**config.mk**
```make
export PLATFORM = sky130hd
export DESIGN_NAME = lane_order_restorer
export DESIGN_NICKNAME = d
export VERILOG_FILES = /design/src/rtl/lane_order_pkg.sv /design/src/rtl/lane_order_detect.sv /design/src/rtl/lane_order_ctrl.sv /design/src/rtl/lane_order_merge.sv /design/src/rtl/lane_order_restorer.sv
export SDC_FILE = /design/constraint.sdc
export NUM_CORES = 1
export LEC_CHECK = 0
export BUFFER_PORTS_ARGS = -buffer_cell sky130_fd_sc_hd__buf_2
export CAP_MARGIN = 40
export CELL_PAD_IN_SITES_DETAIL_PLACEMENT = 1
export CELL_PAD_IN_SITES_GLOBAL_PLACEMENT = 2
export CORE_MARGIN = 4
export CORE_UTILIZATION = 28
export DETAILED_ROUTE_END_ITERATION = 7
export PLACE_DENSITY = 0.87
export SLEW_MARGIN = 20
export SYNTH_ARGS = -nofsm -noshare
export SYNTH_HDL_FRONTEND = slang
export SYNTH_HIERARCHICAL = 1
export SYNTH_SLANG_ARGS = --single-unit
```
**constraint.sdc**
```tcl
create_clock -name clk -period 3.2 [get_ports clk]
set_input_delay 0.48 -clock clk [delete_from_list [all_inputs] [get_ports clk]]
set_output_delay 0.48 -clock clk [all_outputs]
set_load 0.1 [all_outputs]
```
**src/rtl/lane_order_pkg.sv**
```systemverilog
package lane_order_pkg;

   // How the output word is assembled on a valid cycle
   typedef enum logic [1:0] {
      MAP_PASS   = 2'd0,   // word as received
      MAP_INSERT = 2'd1,   // {upper half, pad}
      MAP_SHIFT  = 2'd2    // {lower half, held upper half}
   } lane_map_e;

endpackage

```
**src/rtl/lane_order_detect.sv**
```systemverilog
module lane_order_detect #(
   parameter int LANE_W    = 8,
   parameter int NUM_LANES = 4
) (
   input  logic                                 armed,
   input  logic [NUM_LANES*LANE_W-1:0]          din,
   input  logic [(NUM_LANES/2)*LANE_W-1:0]      order_pat,
   output logic                                 hit_lo,
   output logic                                 hit_hi
);
   localparam int PAT_LANES = NUM_LANES / 2;

   logic [PAT_LANES-1:0] eq_lo;
   logic [PAT_LANES-1:0] eq_hi;

   // per-lane compare of both halves against the pattern
   for (genvar g = 0; g < PAT_LANES; g++) begin : g_cmp
      assign eq_lo[g] = din[g*LANE_W +: LANE_W] == order_pat[g*LANE_W +: LANE_W];
      assign eq_hi[g] = din[(g+PAT_LANES)*LANE_W +: LANE_W] == order_pat[g*LANE_W +: LANE_W];
   end

   assign hit_lo = armed && (&eq_lo);
   assign hit_hi = armed && (&eq_hi);

endmodule

```
**src/rtl/lane_order_ctrl.sv**
```systemverilog
module lane_order_ctrl
   import lane_order_pkg::*;
(
   input  logic      clk,
   input  logic      rst,
   input  logic      din_vld,
   input  logic      rearm,
   input  logic      hit_lo,
   input  logic      hit_hi,
   output logic      done,
   output lane_map_e map_sel
);
   logic done_q;
   logic shifted_q;

   always_comb begin
      if (!done_q)
         map_sel = (hit_hi && !hit_lo) ? MAP_INSERT : MAP_PASS;
      else
         map_sel = shifted_q ? MAP_SHIFT : MAP_PASS;
   end

   always_ff @(posedge clk) begin
      if (rst) begin
         done_q    <= 1'b0;
         shifted_q <= 1'b0;
      end else if (rearm) begin
         done_q    <= 1'b0;
         shifted_q <= 1'b0;
      end else if (din_vld && !done_q) begin
         if (hit_lo) begin
            done_q <= 1'b1;
         end else if (hit_hi) begin
            done_q    <= 1'b1;
            shifted_q <= 1'b1;
         end
      end
   end

   assign done = done_q;


   done_sticky_chk: assert property (@(posedge clk) disable iff (rst)
      (done_q && !rearm) |=> done_q);


   rearm_clear_chk: assert property (@(posedge clk) disable iff (rst)
      rearm |=> (!done_q && !shifted_q));


   done_needs_word_chk: assert property (@(posedge clk) disable iff (rst)
      (!done_q && !din_vld) |=> !done_q);

endmodule

```
**src/rtl/lane_order_merge.sv**
```systemverilog
module lane_order_merge
   import lane_order_pkg::*;
#(
   parameter int LANE_W    = 8,
   parameter int NUM_LANES = 4
) (
   input  logic                          clk,
   input  logic                          rst,
   input  logic [NUM_LANES*LANE_W-1:0]   din,
   input  logic                          din_vld,
   input  lane_map_e                     map_sel,
   input  logic [LANE_W-1:0]             pad_lane,
   output logic [NUM_LANES*LANE_W-1:0]   dout,
   output logic                          dout_vld
);
   localparam int WORD_W = NUM_LANES * LANE_W;
   localparam int HALF_W = WORD_W / 2;

   logic [HALF_W-1:0] pad_fill;
   logic [HALF_W-1:0] hold_q;
   logic [HALF_W-1:0] in_lo;
   logic [HALF_W-1:0] in_hi;

   for (genvar g = 0; g < NUM_LANES / 2; g++) begin : g_pad
      assign pad_fill[g*LANE_W +: LANE_W] = pad_lane;
   end

   assign in_lo = din[HALF_W-1:0];
   assign in_hi = din[WORD_W-1:HALF_W];

   always_ff @(posedge clk) begin
      if (rst) begin
         dout     <= '0;
         dout_vld <= 1'b0;
         hold_q   <= '0;
      end else begin
         dout_vld <= din_vld;
         if (din_vld) begin
            hold_q <= in_hi;
            unique case (map_sel)
               MAP_INSERT: dout <= {in_hi, pad_fill};
               MAP_SHIFT:  dout <= {in_lo, hold_q};
               default:    dout <= din;
            endcase
         end
      end
   end


   vld_rise_chk: assert property (@(posedge clk) disable iff (rst)
      din_vld |=> dout_vld);


   vld_fall_chk: assert property (@(posedge clk) disable iff (rst)
      !din_vld |=> !dout_vld);


   idle_out_chk: assert property (@(posedge clk) disable iff (rst)
      !din_vld |=> $stable(dout));


   idle_hold_chk: assert property (@(posedge clk) disable iff (rst)
      !din_vld |=> $stable(hold_q));

endmodule

```
**src/rtl/lane_order_restorer.sv**
```systemverilog
module lane_order_restorer
   import lane_order_pkg::*;
#(
   parameter int LANE_W    = 8,
   parameter int NUM_LANES = 4
) (
   input  logic                                 clk,
   input  logic                                 rst,
   input  logic [NUM_LANES*LANE_W-1:0]          din,
   input  logic                                 din_vld,
   input  logic [(NUM_LANES/2)*LANE_W-1:0]      order_pat,
   input  logic [LANE_W-1:0]                    pad_lane,
   input  logic                                 rearm,
   output logic [NUM_LANES*LANE_W-1:0]          dout,
   output logic                                 dout_vld,
   output logic                                 order_done
);
   // elaboration-time parameter checks
   if (!(LANE_W == 8 || LANE_W == 10)) begin : g_bad_lane_w
      $error("lane_order_restorer: LANE_W must be 8 or 10");
   end
   if (!(NUM_LANES == 2 || NUM_LANES == 4)) begin : g_bad_lanes
      $error("lane_order_restorer: NUM_LANES must be 2 or 4");
   end

   logic      hit_lo;
   logic      hit_hi;
   logic      done;
   lane_map_e map_sel;

   lane_order_detect #(
      .LANE_W   (LANE_W),
      .NUM_LANES(NUM_LANES)
   ) u_detect (
      .armed    (!done),
      .din      (din),
      .order_pat(order_pat),
      .hit_lo   (hit_lo),
      .hit_hi   (hit_hi)
   );

   lane_order_ctrl u_ctrl (
      .clk    (clk),
      .rst    (rst),
      .din_vld(din_vld),
      .rearm  (rearm),
      .hit_lo (hit_lo),
      .hit_hi (hit_hi),
      .done   (done),
      .map_sel(map_sel)
   );

   lane_order_merge #(
      .LANE_W   (LANE_W),
      .NUM_LANES(NUM_LANES)
   ) u_merge (
      .clk     (clk),
      .rst     (rst),
      .din     (din),
      .din_vld (din_vld),
      .map_sel (map_sel),
      .pad_lane(pad_lane),
      .dout    (dout),
      .dout_vld(dout_vld)
   );

   assign order_done = done;


   no_match_stay_chk: assert property (@(posedge clk) disable iff (rst)
      (!done && din_vld && !rearm && !hit_lo && !hit_hi) |=> !order_done);

endmodule

```
==> impl_metrics.tcl, run 1 <==
set metrics [dict create \
    cp.arrival_ns 3.25 \
    routed_wirelength_mm 9.12 \
    nNetsFinal 446 \
    fin_tns_setup_ns 0 \
    synth_top_area_share_pct 38.4 \
    status "finished clean" \
    path_clk_slew_ns 0.10 \
    ant_nets 0 \
    rsz0062_at_grt "false" \
    io_pins 94 \
    yosysWarnings 6 \
    clk_latency_ns 0.30 \
    drt_iter0_markers 85 \
    max-slew-margin-rel_pct 55.9 \
    synthTopCellsByArea "dfxtp_1 (38%), xnor2_1 (7.9%), mux2i_1 (6.0%)" \
    antenna_found_initial 0 \
    ys_seq_area_share_pct 38.4 \
    synth.distinct_cells 34 \
    h-tree-depth 2 \
    numCtsBuffers 5 \
    synth_fp_nets 361 \
    gp_congestion 0.876 \
    finalPower_mw 1.53 \
    n_antenna_cell 0 \
    worstPathRequired_ns 3.43 \
    wl_per_cell_um 17.7 \
    cp-start-kind "primary input" \
    grt_pass1_wl_mm 14.3 \
    grt_pass1_vias 2547 \
    hp-class "primary input to register" \
    multi_input_area_mm2 0.00149 \
    fmax_mhz 331 \
    io_buffers 93 \
    post_cts_buffers 0 \
    period_minus_slack_ns 3.02 \
    clockBufferDepth 2 \
    path_class "primary input to register" \
    dieArea_mm2 0.0111 \
    syn-instance-count 299 \
    drv_cap 0 \
    cp-end-kind "register" \
    syn_area_per_cell_um2 8.89 \
    dp_hpwl_mm 7.03 \
    area_delta_synth_final_pct 24.9 \
    slew_viol_final 0 \
    fin_skew_ns 0.00801 \
    vias_per_cell 4.92 \
    vias 2527 \
    worst_pin_slew_ns 0.662 \
    crit_path_max_fanout 18 \
    final_common_cell "buf_2" \
    numClockSinks 51 \
    fin_area_mm2 0.00332 \
    cts_tree "done" \
    power.leakage_nw 1.48 \
    seqCellArea_mm2 0.00102 \
    finalCritPeriodShare_pct 94.3 \
    start_util_pct 28.8 \
    max-vdd-ir-drop_v 0.000154 \
    groute.usage.overall_pct 16.4 \
    die_h_um 105 \
    rows 35 \
    grt_max_degree 39 \
    power.density_mw_per_mm2 461 \
    final_cell_mix "buf_2 (93), dfxtp_1 (51), nor2_1 (36)" \
    drive_above_1_share_pct 29.9 \
    first_pass_iters 4 \
    die_w_um 105 \
    fill_cells 1143 \
    gr-total-overflow 0 \
    place_ws_ns -0.161 \
    root_buffer "clkbuf_8" \
    worst_hold_slack_ns 0.417 \
    setup_slack_ns 0.181 \
    rrSetupSlack_ns 0.73 \
    yosysTopAreaCell "dfxtp_1" \
    core-area_mm2 0.00924 \
    ys_ff_latch 51 \
    postPlaceCellArea_mm2 0.00321 \
    setup_viol 0 \
    netlist_area_mm2 0.00266 \
    drc 0 \
    finalHoldViolCount 0 \
]
[final cells by class]
cell class              count  share of cell area (%)
multi-input cells         223                    45.0
flip-flops and latches     51                    30.8
repair buffers            100                    16.0
well taps                 129                    4.86
clock buffers               8                    3.02
inverters                   3                   0.339
[synth_stat cells]
| cell type | number |
|---|---|
| a22oi_1 | 3 |
| and2_2 | 1 |
| buf_4 | 6 |
| nor2b_1 | 15 |
| and4bb_2 | 1 |
| nand4_1 | 6 |
| buf_6 | 3 |
| clkbuf_1 | 5 |
| and2b_1 | 1 |
| nor3b_2 | 1 |
| o21ai_0 | 5 |
| clkbuf_2 | 1 |
| a311oi_1 | 16 |
| nand2_1 | 23 |
| a31oi_1 | 13 |
| dfxtp_1 | 51 |
| ha_1 | 2 |
| buf_2 | 7 |
| xnor2_1 | 24 |
| mux2i_1 | 16 |
| and3b_2 | 2 |
| a211oi_1 | 3 |
| o21a_1 | 2 |
| nor4_1 | 2 |
| nor4_2 | 2 |
| nor2_1 | 36 |
| and3b_1 | 14 |
| xor2_1 | 8 |
| o21ai_1 | 8 |
| a22o_1 | 1 |
| or2_1 | 1 |
| inv_1 | 3 |
| nor3b_1 | 1 |
| a21oi_1 | 16 |
[through the flow]
step / util, % / cells
3_5_place_dp: 34.8 / 506
5_1_grt: 35.9 / 514
4_1_cts: 35.8 / 514
2_1_floorplan: - / 299
3_3_place_gp: 34.8 / 506
6_report: 35.9 / 514
[flip-flops by register name, indices dropped and copies added, names as in the netlist]
| signal | flops |
|---|---|
| u_merge/dout | 32 |
| u_merge/dout_vld | 1 |
| u_ctrl/shifted_q | 1 |
| u_merge/hold_q | 16 |
| u_ctrl/done | 1 |
[cell families (layout without fill, tap and decap cells)]
kind of cell	after synthesis	in the layout	synth area share, %
simple gates	106	106	22.1
compound gates	67	67	16.4
flops	51	51	38.4
xor+xnor	32	32	10.5
buf+inv	25	111	5.60
mux	16	16	6.03
fa+ha+maj	2	2	0.941
[layer usage]
metal / GRT usage [%] / routed length (µm) / vias to the layer above
met4: 4.22 / 94 / 0
met2: 26.0 / 4200 / 82
met3: 3.12 / 624 / 6
met1: 22.7 / 4190 / 1216
met5: 0 / 0 / -
li1: - / - / 1223
[power by group]
part           switching (mW)  internal, mW
logic                   0.316         0.109
clock network           0.213         0.198
registers              0.0191         0.672
total                   0.549         0.979
[path summary, 6_finish.rpt]
path	start	to	cells past startpoint
hold reg to reg	u_merge/dout[15]	u_merge/dout[15]	2
setup reg to reg	u_ctrl/done	u_merge/dout[14]	11
hold / removal	din[1]	u_merge/dout[17]	3
setup / recovery	din[14]	u_merge/dout[22]	11
[what timing repair did]
item	CTS	global route
endpoints found under the setup margin	0	14
hold buffers	0	0
gates resized for setup	0	2
[worst max-delay path: stages]
cell	delay [ns]
buf_2	0.13
xor2_1	0.18
nor4_1	0.40
nand4_1	0.18
nor4_2	0.38
nor3b_4	0.10
inv_1	0.07
ha_1	0.56
and4bb_2	0.55
nand2_1	0.10
o21ai_1	0.10
(Power assumes the default switching activity.)
==> run 2: changes to the inputs <==
--- a/config.mk
+++ b/config.mk
@@ -10,9 +10,9 @@
 export CELL_PAD_IN_SITES_DETAIL_PLACEMENT = 1
 export CELL_PAD_IN_SITES_GLOBAL_PLACEMENT = 2
 export CORE_MARGIN = 4
-export CORE_UTILIZATION = 28
+export CORE_UTILIZATION = 26
 export DETAILED_ROUTE_END_ITERATION = 7
-export PLACE_DENSITY = 0.87
+export PLACE_DENSITY = 0.85
 export SLEW_MARGIN = 20
 export SYNTH_ARGS = -nofsm -noshare
 export SYNTH_HDL_FRONTEND = slang
==> constraint.sdc (replaced) <==
create_clock -name clk -period 2.5 [get_ports clk]
set_input_delay 0.375 -clock clk [delete_from_list [all_inputs] [get_ports clk]]
set_output_delay 0.375 -clock clk [all_outputs]
set_load 0.1 [all_outputs]
==> impl_metrics.tcl, run 2 (same netlist as run 1, synthesis figures left out) <==
set metrics [dict create \
    numClockSinks 51 \
    numCtsBuffers 5 \
    critical-path-max-stage-delay_ns 0.33 \
    gr-total-overflow 0 \
    vias_per_cell 4.82 \
    grt_pass1_wl_mm 15.0 \
    drc 0 \
    rows 36 \
    root_buffer "clkbuf_8" \
    cp_num_buf_inv 4 \
    dieArea_mm2 0.0119 \
    regMostFlops "u_merge/dout" \
    setup_slack_ns -0.0888 \
    failed_checks "negative setup slack" \
    drive_above_1_share_pct 49.9 \
    core-area_mm2 0.00986 \
    groute.usage.overall_pct 16.5 \
    status "complete, but fails checks" \
    fmax_mhz 386 \
    rr_startpoint "u_ctrl/done" \
    io_pins 94 \
    grt_pass1_vias 2771 \
    final_common_cell "buf_2" \
    cpLargestDelayFamily "simple AND/OR/NAND/NOR gates" \
    die_h_um 109 \
    setup_viol 17 \
    clockBufferDepth 2 \
    worst_pin_slew_ns 0.575 \
    n_antenna_cell 0 \
    die_w_um 109 \
    path_cells "buf_8 -> xor2_4 -> nor4_4 -> nand4_1 -> nor4_2 -> nor3b_2 -> inv_1 -> ha_4 -> buf_8 -> nor2b_4 -> buf_12 -> nand2_2 -> a311oi_2" \
    power.leakage_nw 1.83 \
    vias 2698 \
    nNetsFinal 488 \
    cp.arrival_ns 2.81 \
    crit_path_max_fanout 8 \
    h-tree-depth 2 \
    hold_start "din[4]" \
    period_minus_slack_ns 2.59 \
    hp-class "primary input to register" \
    slew_viol_final 0 \
    drv_cap 0 \
    first_pass_iters 4 \
    area_delta_synth_final_pct 56.4 \
    crit_slowest_cell "nor4_4" \
    hold_end "u_merge/dout[20]" \
    start_util_pct 26.9 \
    power.density_mw_per_mm2 515 \
    io_buffers 93 \
    fill_cells 1145 \
    max-vdd-ir-drop_v 0.000300 \
    dp_hpwl_mm 7.75 \
    grt_max_degree 44 \
    rrSetupSlack_ns 0.35 \
    drt_iter0_markers 82 \
    gp_congestion 0.879 \
    cp-end-kind "register" \
    routed_wirelength_mm 10.4 \
    r2r-end "u_merge/dout[12]" \
    hold_path_depth 3 \
    path_class "primary input to register" \
    worstPathRequired_ns 2.72 \
    antenna_found_initial 0 \
    clk_latency_ns 0.31 \
    worst_hold_slack_ns 0.326 \
    wl_per_cell_um 18.5 \
    ff2ff_path_depth 11 \
    final_cell_mix "buf_2 (90), dfxtp_1 (50), buf_4 (41)" \
    largest_reg_flops 32 \
    utilization_pct 42.1 \
    cts_tree "done" \
    rsz0062_at_grt "true" \
    fin_tns_setup_ns -0.783 \
    cp-start-kind "primary input" \
    crit_top_cell "buf_8" \
    ant_nets 0 \
    finalHoldViolCount 0 \
    max-slew-margin-rel_pct 61.7 \
    fin_skew_ns 0.0102 \
    path_clk_slew_ns 0.10 \
    finalCritPeriodShare_pct 104 \
    reg_top3 "u_merge/dout: 32 flops, u_merge/hold_q: 16 flops" \
]
==> run 2: cell count changes in the layout (fill, tap and decap cells not counted), sizes merged <==
| cell | before | now |
|---|---|---|
| bufinv | 0 | 1 |
| clkbuf | 8 | 5 |
| inv | 3 | 4 |
| buf | 100 | 142 |
| clkinvlp | 0 | 1 |
==> run 2: layout make-up <==
class | instances | area, µm² | area share [%]
multi-input combinational | 223 | 1920 | 46.2
sequential | 51 | 1020 | 24.6
timing repair buffer | 142 | 920 | 22.1
tap | 133 | 166 | 4.00
clock buffer | 5 | 68.8 | 1.66
clock inverter | 3 | 46.3 | 1.11
inverter | 3 | 11.3 | 0.271
==> run 2: through the flow <==
step,cell area [µm²],cells,total power [mW],worst slack [ns]
2_1_floorplan,2670,299,1.29,0.0428
3_3_place_gp,3520,549,1.48,-0.484
3_5_place_dp,3520,549,1.49,-0.613
4_1_cts,3660,557,2.10,0.0163
5_1_grt,4160,560,2.23,-0.213
6_report,4160,560,2.14,-0.0888
==> run 2: how the worst max path moves through the flow <==
stage / cells after the start / end / start / slack (ns)
4_1_cts: 13 / u_merge/dout[28] / din[14] / 0.02
3_5_place_dp: 13 / u_merge/dout[11] / din[2] / -0.61
2_1_floorplan: 12 / u_merge/dout[23] / order_pat[12] / 0.04
6_report: 13 / u_merge/dout[12] / din[21] / -0.09
3_3_place_gp: 13 / u_merge/dout[11] / din[2] / -0.48
5_1_grt: 13 / u_merge/dout[12] / din[21] / -0.21
==> run 2: routing by layer <==
layer	vias to the layer above	GRT usage, %	part of all wire (%)
met5	-	0	0
met3	7	3.14	5.7
li1	1317	-	-
met4	0	2.80	1.1
met1	1297	23.6	46
met2	77	25.9	47
==> run 2: power by group <==
part	switching, mW	total, mW	internal [mW]
Clock	0.293	0.595	0.302
Combinational	0.452	0.653	0.201
Sequential	0.0293	0.890	0.861
Total	0.775	2.14	1.36
==> run 2: what timing repair did <==
item | in CTS | in global routing
hold buffers | 0 | 0
pin swaps | 2 | 42
buffers inserted | 0 | 3
gates resized for setup | 6 | 89
setup endpoints to repair | 32 | 32
==> run 2: worst reg2reg max path: stages, from the launching register on <==
cell and delay, ns:
dfxtp_2 0.36, inv_1 0.07, nand2_1 0.06, nor4_2 0.19, nor3b_2 0.24, inv_1 0.09
ha_4 0.26, buf_8 0.15, nor2b_4 0.15, buf_12 0.16, nand2_2 0.08, a311oi_2 0.27
==> run 3: changes to the inputs <==
--- a/config.mk
+++ b/config.mk
@@ -9,10 +9,11 @@
 export CAP_MARGIN = 40
 export CELL_PAD_IN_SITES_DETAIL_PLACEMENT = 1
 export CELL_PAD_IN_SITES_GLOBAL_PLACEMENT = 2
-export CORE_MARGIN = 4
+export CORE_MARGIN = 2
 export CORE_UTILIZATION = 26
 export DETAILED_ROUTE_END_ITERATION = 7
 export PLACE_DENSITY = 0.85
+export SETUP_SLACK_MARGIN = 0.3
 export SLEW_MARGIN = 20
 export SYNTH_ARGS = -nofsm -noshare
 export SYNTH_HDL_FRONTEND = slang
==> impl_metrics.tcl, run 3 (same netlist as run 1, synthesis figures left out) <==
set metrics [dict create \
    status "complete, but fails checks" \
    failed_checks "negative setup slack" \
    drive_above_1_share_pct 50.1 \
    path_cells "buf_8 -> xor2_4 -> nor4_4 -> nand4_1 -> nor4_2 -> nor3b_2 -> inv_1 -> ha_4 -> buf_12 -> clkbuf_16 -> and3b_1 -> a21oi_1 -> a311oi_1" \
    worstPathRequired_ns 2.67 \
    regMostFlops "u_merge/dout" \
    largest_reg_flops 32 \
    vias_per_cell 4.88 \
    core-area_mm2 0.00986 \
    final_cell_mix "buf_2 (85), buf_4 (51), dfxtp_1 (50)" \
    p_comb_share_pct 32.2 \
    max-vdd-ir-drop_v 0.000217 \
    ant_nets 0 \
    path_class "primary input to register" \
    cp_num_buf_inv 4 \
    p_int_mw 1.25 \
    cp-start-kind "primary input" \
    fin_skew_ns 0.00654 \
    finalCritPeriodShare_pct 110 \
    clockBufferDepth 2 \
    period_minus_slack_ns 2.76 \
    gp_congestion 0.876 \
    wl_per_cell_um 18.9 \
    crit_path_max_fanout 4 \
    n_antenna_cell 0 \
    power.leakage_nw 1.90 \
    rsz0062_at_grt "true" \
    cp-end-kind "register" \
    path_clk_slew_ns 0.09 \
    io_buffers 93 \
    routed_wirelength_mm 10.8 \
    p_clk_share_pct 23.5 \
    grt_pass1_wl_mm 15.6 \
    hp-class "primary input to register" \
    start_util_pct 26.9 \
    drv_cap 0 \
    place_ws_ns -0.392 \
    grt_max_degree 52 \
    slew_viol_final 0 \
    fmax_mhz 362 \
    io_pins 94 \
    numClockSinks 51 \
    clk_latency_ns 0.30 \
    die_h_um 105 \
    h-tree-depth 2 \
    first_pass_iters 4 \
    numCtsBuffers 5 \
    finalHoldViolCount 0 \
    power.density_mw_per_mm2 483 \
    rows 36 \
    area_delta_synth_final_pct 56.1 \
    final_common_cell "buf_2" \
    drt_iter0_markers 80 \
    dieArea_mm2 0.0110 \
    fin_area_mm2 0.00415 \
    cp.arrival_ns 2.93 \
    cpLargestDelayFamily "simple AND/OR/NAND/NOR gates" \
    drc 0 \
    setup_slack_ns -0.260 \
    critical-path-max-stage-delay_ns 0.34 \
    grt_pass1_vias 2879 \
    netSwitchingFraction_pct 37.6 \
    groute.usage.overall_pct 18.2 \
    antenna_found_initial 0 \
    cts_tree "done" \
    reg_top3 "u_merge/dout: 32 flops, u_merge/hold_q: 16 flops" \
    setup_viol 32 \
    vias 2793 \
    worst_pin_slew_ns 0.577 \
    power.switching_mw 0.752 \
    postPlaceCellArea_mm2 0.00359 \
    nNetsFinal 500 \
    p_seq_share_pct 44.3 \
    die_w_um 105 \
    crit_slowest_cell "nor4_2" \
    root_buffer "clkbuf_8" \
    dp_hpwl_mm 7.68 \
    gr-total-overflow 0 \
    max-slew-margin-rel_pct 61.6 \
]
## run 3: area by class of cell
cell class / count / area (µm²)
clock buffers: 5 / 68.8
inverters: 3 / 11.3
repair buffers: 154 / 1080
clock inverters: 3 / 15.0
flip-flops and latches: 51 / 1020
fillers: 1159 / 5720
well taps: 133 / 166
multi-input cells: 223 / 1780
## run 3: through the flow
step / utilization [%] / hold WS (ns) / cells / power [mW] / setup TNS (ns)
after floorplan: - / 0.440 / 299 / 1.29 / 0
after global placement: 36.4 / 0.457 / 556 / 1.49 / -6.71
after detailed placement: 36.4 / 0.470 / 556 / 1.50 / -10.85
after CTS: 39.3 / 0.329 / 568 / 1.99 / 0
after global routing: 42.1 / 0.349 / 572 / 2.09 / -10.51
final: 42.1 / 0.346 / 572 / 2.00 / -6.27
## run 3: repair_timing
item | 4_1_cts | 5_1_grt
hold buffers | 0 | 0
pin swaps | 21 | 18
buffers inserted | 3 | 3
setup endpoints to repair | 32 | 32
gates cloned | 1 | 1
resized for setup | 37 | 50
## run 3: power by group through the flow
stage	Clock, mW	Combinational (mW)	Sequential, mW
2_1_floorplan	0	0.153	1.14
3_3_place_gp	0	0.581	0.904
4_1_cts	0.491	0.607	0.888
3_5_place_dp	0	0.590	0.906
5_1_grt	0.525	0.674	0.894
6_report	0.471	0.644	0.888
## run 3: metal layers
metal / GRT usage, % / part of all wire, %
met3: 3.31 / 4.6
met1: 24.1 / 44
met5: 0 / 0
met2: 30.5 / 49
met4: 4.57 / 1.7
## run 3: worst register-to-register path, cell delays in order, from the launching register on
cell	delay, ns
dfxtp_2	0.36
inv_1	0.07
nand2_1	0.07
nor4_2	0.24
nor3b_2	0.29
inv_1	0.11
ha_4	0.31
buf_12	0.12
clkbuf_16	0.12
and3b_1	0.17
a21oi_1	0.21
a311oi_1	0.12
## run 3: worst paths after layout
check | from | end | slack (ns) | cells after the start
setup / recovery | din[28] | u_merge/dout[4] | -0.26 | 13
hold / removal | din[1] | u_merge/dout[17] | 0.35 | 3
setup reg to reg | u_ctrl/done | u_merge/dout[4] | 0.17 | 11
hold reg to reg | u_merge/dout[14] | u_merge/dout[14] | 0.48 | 2
